`src/rtl/phyreg_pkg.sv`:
```
package phyreg_pkg;

  localparam int unsigned WORD_W = 32;
  localparam int unsigned HALF_W = WORD_W / 2;

  // Status bit positions
  localparam int unsigned CAL_BIT = 6;
  localparam int unsigned DLL_BIT = 5;

  // Field map: slot index and bit positions
  localparam int unsigned PWR_SLOT   = 6;
  localparam int unsigned PWR_BIT    = 0;
  localparam int unsigned DLLEN_BIT  = 1;
  localparam int unsigned DRV_LSB    = 4;
  localparam int unsigned DRV_W      = 3;
  localparam int unsigned TAP_SLOT   = 0;
  localparam int unsigned BAND_LSB   = 12;
  localparam int unsigned BAND_W     = 2;
  localparam int unsigned TAPEN_BIT  = 11;
  localparam int unsigned TAPSEL_LSB = 7;
  localparam int unsigned TAPSEL_W   = 4;

  typedef logic [HALF_W-1:0] half_t;
  typedef logic [WORD_W-1:0] word_t;

  // Merge the low-half data into the old value wherever the upper-half mask is set
  function automatic half_t masked_merge(input half_t old_v, input word_t word);
    half_t mask;
    half_t data;
    mask = word[WORD_W-1:HALF_W];
    data = word[HALF_W-1:0];
    return (old_v & ~mask) | (data & mask);
  endfunction

  // Status word assembled from the two sampled inputs
  function automatic half_t status_word(input logic cal, input logic dll);
    half_t s;
    s = '0;
    s[CAL_BIT] = cal;
    s[DLL_BIT] = dll;
    return s;
  endfunction

endpackage

```
`src/rtl/phyreg_decode.sv`:
```
module phyreg_decode #(
  parameter int unsigned ADDR_W     = 8,
  parameter int unsigned N_CTRL     = 7,
  parameter int unsigned STATUS_OFF = 32
) (
  input  logic [ADDR_W-1:0] addr,
  output logic [N_CTRL-1:0] ctrl_sel,
  output logic              stat_sel
);
  genvar k;
  generate
    for (k = 0; k < N_CTRL; k++) begin : g_sel
      assign ctrl_sel[k] = (addr == ADDR_W'(k * 4));
    end
  endgenerate

  assign stat_sel = (addr == ADDR_W'(STATUS_OFF));
endmodule

```
`src/rtl/phyreg_slot.sv`:
```
module phyreg_slot
  import phyreg_pkg::*;
(
  input  logic  clk,
  input  logic  rst_n,
  input  logic  we,
  input  word_t word,
  output half_t q
);
  always_ff @(posedge clk) begin
    if (!rst_n)  q <= '0;
    else if (we) q <= masked_merge(q, word);
  end
endmodule

```
`src/rtl/phyreg_rdmux.sv`:
```
module phyreg_rdmux
  import phyreg_pkg::*;
#(
  parameter int unsigned N_CTRL = 7
) (
  input  logic                     clk,
  input  logic                     rst_n,
  input  logic                     rd_en,
  input  logic [N_CTRL-1:0]        ctrl_sel,
  input  logic                     stat_sel,
  input  logic [N_CTRL*HALF_W-1:0] ctrl_flat,
  input  half_t                    stat_val,
  output word_t                    rdata
);
  half_t sel_val;

  always_comb begin
    sel_val = stat_sel ? stat_val : '0;
    for (int k = 0; k < N_CTRL; k++) begin
      if (ctrl_sel[k]) sel_val = sel_val | ctrl_flat[k*HALF_W +: HALF_W];
    end
  end

  always_ff @(posedge clk) begin
    if (!rst_n)     rdata <= '0;
    else if (rd_en) rdata <= {{HALF_W{1'b0}}, sel_val};
    else            rdata <= '0;
  end
endmodule

```
`src/rtl/phyreg_bank.sv`:
```
module phyreg_bank
  import phyreg_pkg::*;
#(
  parameter int unsigned ADDR_W     = 8,
  parameter int unsigned N_CTRL     = 7,
  parameter int unsigned STATUS_OFF = 32
) (
  input  logic              clk,
  input  logic              rst_n,
  input  logic [ADDR_W-1:0] addr_i,
  input  logic [31:0]       wdata_i,
  input  logic              wr_en_i,
  input  logic              rd_en_i,
  output logic [31:0]       rdata_o,
  input  logic              cal_done_i,
  input  logic              dll_ready_i,
  output logic              pwr_on_o,
  output logic              dll_en_o,
  output logic [2:0]        drive_code_o,
  output logic [1:0]        freq_band_o,
  output logic              otap_en_o,
  output logic [3:0]        otap_sel_o
);
  localparam int unsigned FLAT_W = N_CTRL * HALF_W;

  logic [N_CTRL-1:0] ctrl_sel;
  logic              stat_sel;
  logic [FLAT_W-1:0] ctrl_flat;
  logic              wr_hit_ctrl;
  half_t             stat_val;
  half_t             pwr_reg;
  half_t             tap_reg;

  phyreg_decode #(.ADDR_W(ADDR_W), .N_CTRL(N_CTRL), .STATUS_OFF(STATUS_OFF)) u_dec (
    .addr(addr_i), .ctrl_sel(ctrl_sel), .stat_sel(stat_sel)
  );

  assign wr_hit_ctrl = wr_en_i & (|ctrl_sel);

  genvar k;
  generate
    for (k = 0; k < N_CTRL; k++) begin : g_slot
      phyreg_slot u_slot (
        .clk(clk), .rst_n(rst_n), .we(wr_en_i & ctrl_sel[k]),
        .word(wdata_i), .q(ctrl_flat[k*HALF_W +: HALF_W])
      );
    end
  endgenerate

  assign stat_val = status_word(cal_done_i, dll_ready_i);

  phyreg_rdmux #(.N_CTRL(N_CTRL)) u_rd (
    .clk(clk), .rst_n(rst_n), .rd_en(rd_en_i), .ctrl_sel(ctrl_sel),
    .stat_sel(stat_sel), .ctrl_flat(ctrl_flat), .stat_val(stat_val), .rdata(rdata_o)
  );

  // Field outputs
  assign pwr_reg      = ctrl_flat[PWR_SLOT*HALF_W +: HALF_W];
  assign tap_reg      = ctrl_flat[TAP_SLOT*HALF_W +: HALF_W];
  assign pwr_on_o     = pwr_reg[PWR_BIT];
  assign dll_en_o     = pwr_reg[DLLEN_BIT];
  assign drive_code_o = pwr_reg[DRV_LSB +: DRV_W];
  assign freq_band_o  = tap_reg[BAND_LSB +: BAND_W];
  assign otap_en_o    = tap_reg[TAPEN_BIT];
  assign otap_sel_o   = tap_reg[TAPSEL_LSB +: TAPSEL_W];
endmodule

```
`config.mk`:
```
export PLATFORM = sky130hd
export DESIGN_NAME = phyreg_bank
export DESIGN_NICKNAME = d
export VERILOG_FILES = /design/src/rtl/phyreg_pkg.sv /design/src/rtl/phyreg_decode.sv /design/src/rtl/phyreg_slot.sv /design/src/rtl/phyreg_rdmux.sv /design/src/rtl/phyreg_bank.sv
export SDC_FILE = /design/constraint.sdc
export NUM_CORES = 1
export LEC_CHECK = 0
export BUFFER_PORTS_ARGS = -buffer_cell sky130_fd_sc_hd__buf_2
export CAP_MARGIN = 0
export CORE_MARGIN = 10
export CORE_UTILIZATION = 35
export DETAILED_ROUTE_END_ITERATION = 12
export SLEW_MARGIN = 20
export SYNTH_ARGS = -nofsm -noshare
export SYNTH_HDL_FRONTEND = slang
export SYNTH_SLANG_ARGS = --single-unit
```
`constraint.sdc`:
```
create_clock -name clk -period 4.9 [get_ports clk]
set_input_delay 0.98 -clock clk [delete_from_list [all_inputs] [get_ports clk]]
set_output_delay 0.98 -clock clk [all_outputs]
set_load 0.02 [all_outputs]
```
Word-level counts from Yosys, hierarchy flattened --
Index checks and enable logic that the tools add are counted.
Operators by class: shifts and indexed selects 0, magnitude comparators 0, bitwise gates (word level) 30, equality and inequality tests 7, add/sub/neg operators 0, $mul 0, divide/modulo/power cells 0, muxes and demuxes 8, reductions and logical operators 2
Operators by type and width (count):
- $or 16x16->16 | 14
- $and 16x16->16 | 8
- $mux 16 | 7
- $eq 8x5->1 const B | 3
- $eq 8x4->1 const B | 2
- $not 16->16 | 1
- $eq 8x3->1 const B | 1
- $eq 8x6->1 const B | 1
- $logic_not 8->1 | 1
- $and 1x1->1 | 7
- $mux 7 | 1
- $reduce_and 2->1 | 1
Storage, ports and cells: word-level logic and storage cells 56, memories kept 0, register bits after elaboration 144, latch bits 0, RAM bits 0, ROM bits 0

Logic depth before layout (Yosys ltp) --
depth after elaboration 16, gate-level depth with buffers 7

Hierarchy --
A second synthesis with hierarchy kept.
Unflattened totals: cell total of the unflattened synthesis 749, area total of the unflattened synthesis 6717.7 µm²
Modules (own cells, without submodules):
- phyreg_slot | cells each 85, instances 7, area each 750.7 µm²
- phyreg_rdmux | cells each 131, instances 1, area each 1308.8 µm²
- phyreg_decode | cells each 15, instances 1, area each 106.4 µm²
- phyreg_bank | cells each 8, instances 1, area each 47.5 µm²

Worst setup path after synthesis --
Ideal clock, no wire load.
path kind input port to flip-flop, start in addr_i[5], end reg (tool-made name), stages on the path 7, path buffers 3, setup time 0.116 ns, setup slack 2.634 ns, data arrival time 2.150 ns, path through buf_4 > nor4_4 > and3_1 > buf_2 > buf_4 > a21oi_1 > a41o_1
RTL lines:
- start, declared | RTL line phyreg_bank.sv:10 | input logic [ADDR_W-1:0] addr_i,

==> impl_results.md <==
* Status: finished, final reports clean
* CORE AREA at 18,700 um2
* Synth Flop Type: dfxtp_1
* GPL Wtd Cong at 0.738
* Chip height at 158 um
* Power density over cell area at 321 nW/um2
* Clock transition at the registers of the reported paths at 50 ps
* FMAX at 352 MHz
* YS warnings at 0
* Async SR Flop Fraction at 0%
* Fraction of final layout cells sized beyond drive strength 1 at 17.8%
* Leakage at 3.35 nW
* Nets@finish at 763
* Drt pass-1 iters at 4
* # resized after CTS at 0
* Max stage delay on crit path at 800 ps
* CTS HTree Levels at 4
* Simple-gate area share of the yosys netlist at 23.2%
* Worst slew pin tran at 1080 ps
* Max Buffers Root-to-Sink at 2
* Post-synth cell types at 38
* Yosys top cell area share at 38.6%
* Post-synth EDFFs at 0
* # Max-Cap Violations at 0
* Syn_area_per_cell at 9.45 um2
* Mapped Area at 6640 um2
* Drt wl/cell at 18.6 um
* Clock Sinks at 128
* Number of hold-repair buffers added at the cts stage at 0
* Vias per cell at 5.47
* Synth area leaders: dfxtp_1 (39%), mux2i_1 (18%), nor2b_1 (9.2%)
* Clock Skews at 7.41 ps
* Critical path fanouts, max at 25
* Crit Path Class: input pin to flip-flop
* Top delay family on crit path: simple AND/OR/NAND/NOR gates
* Final period utilization at 58.0%
* Post-CTS Setup Inserts at 0
* First-pass GRT wire length at 28,800 um
* Vias at 5,263
* Area Overhead vs Synth at 12.1%
* Dpl hpwl at 10,900 um
* Slew Limit Fails at 0
* Gr usage total at 14.5%
* Slowest cell on the critical path: nor2b_2
* Slew headroom at 27.7%
* Clk_lat worst skew at 420 ps
* Die area at 24,900 um2
* Synth Instances at 703
* Util after Layout at 39.8%
* TNS Setup at 0 ps
* Vias in the first global route at 5,252
* Initial antenna violation count at 0
* Root buffer cell: clkbuf_16
* #FFs+latches synth at 128
* GR Overflow Total at 0
* I/O Buffers at 73
* Remaining DRCs at 0
* ANT cells at 0
* # rows at 50
* Post-Route WL at 17,900 um
* WP data arrival at 3140 ps
* Starting DRT DRC Count at 365
* Synth Area in XOR/XNOR at 0%
* Initial Utilization at 35.5%
* Largest net degree at the start of global routing at 97
* Endpoints failing setup at 0
* RSZ-0062 raised after global routing: false
* Horiz. Die Dim at 158 um
* CTS tree: yes
* Post-synthesis compound-gate area fraction at 7.89%
* Seq/Total Area, Yosys at 38.6%
* Post-Synth Adder-Cell Area at 0%
* CP required at 5200 ps
* Critical Path Start Type: input pin
* Boundary Pins at 90
* Synth area leader: dfxtp_1
* Fin crit period at 2840 ps
* CTS buffer count at 17
* Setup crit end kind: flip-flop
* Antenna viol nets, final at 0
* Final Hold Viols at 0
* Mux cell area share after synthesis at 21.2%
* Main combinational cell family by area after synthesis: simple AND/OR/NAND/NOR gates
* CP Cell Sequence: buf_2, nor2b_2, buf_4, nand4_1, mux2i_1, nor2b_1
* CP bufs+invs at 2
* Worst reg2reg setup slack at 3640 ps
* Worst hold path type: flip-flop to flip-flop
* Peak supply drop at 0.237 mV
* Hold slack at 493 ps
==> where the power goes <==
part           switching, W  internal [W]  total, W
Combinational      0.000124     0.0000461  0.000170
Clock              0.000446      0.000729   0.00117
Sequential      0.000000333       0.00104   0.00104
Total              0.000570       0.00182   0.00239
==> kinds of logic after synthesis <==
kind of cell / Yosys count
multiplexers: 130
buffers and inverters: 114
other: 1
AO/OA/AOI/OAI: 74
AND/OR/NAND/NOR: 256
flip-flops: 128
==> cell usage in the layout (no fill, tap or decap), types with 5 or more instances in the layout <==
cell type	instances
nand3_1	5
a41o_1	16
a21oi_1	25
nor2b_1	96
buf_2	73
mux4_2	8
o22ai_1	11
mux2i_1	118
conb_1	16
clkbuf_16	17
nand4_1	96
nor2_1	12
nand2_1	25
nor3_1	6
buf_4	10
o2bb2ai_1	7
a31oi_1	8
inv_1	10
clkinv_2	6
dfxtp_1	128
==> cell type report <==
type | instances | area (um2)
Clock buffer | 24 | 482
Clock inverter | 7 | 60.1
Fill cell | 1879 | 11300
Inverter | 10 | 37.5
Multi-Input combinational cell | 476 | 3550
Sequential cell | 128 | 2560
Tap cell | 234 | 293
Timing Repair Buffer | 84 | 460
==> stage by stage <==
step	cell area, um2	setup WS, ps	instances	power [W]
after global routing	7440	1850	963	0.00246
after CTS	7440	2030	963	0.00240
after floorplan	6700	2630	718	0.00118
final	7440	2060	963	0.00239
after global placement	6900	1580	932	0.00123
after detailed placement	6900	1610	932	0.00123
==> worst min-delay path, cell delays in order, from the launching register on <==
cell,delay (ps)
dfxtp_1,310
nand3_1,60
a31oi_1,70
==> routing by layer <==
layer / track usage (%) / share of wire (%) / vias to the layer above
li1: - / - / 2542
met1: 18.9 / 46 / 2585
met2: 23.1 / 47 / 127
met3: 4.02 / 6.3 / 9
met4: 3.70 / 0.64 / 0
met5: 0 / 0 / -
==> cell usage after synthesis (all sizes together) (2+ instances only) <==
master and count:
a21oi 25, a22oi 2, a31oi 8, a41o 16, and3 3, buf 78
clkbuf 26, dfxtp 128, inv 10, mux2 4, mux2i 118, mux4 8
nand2 26, nand3 5, nand4 96, nor2 13, nor2b 98, nor3 6
nor4 3, o22ai 11, o2bb2ai 7
==> worst paths after layout <==
path,start,to,cells after the start
max,addr_i[2],flip-flop,6
min,flip-flop,u_rd.rdata[1]$_SDFF_PN0_,2
max reg2reg,flip-flop,u_rd.rdata[5]$_SDFF_PN0_,4
min reg2reg,flip-flop,u_rd.rdata[1]$_SDFF_PN0_,2
Power figures use the tool's default switching activity.
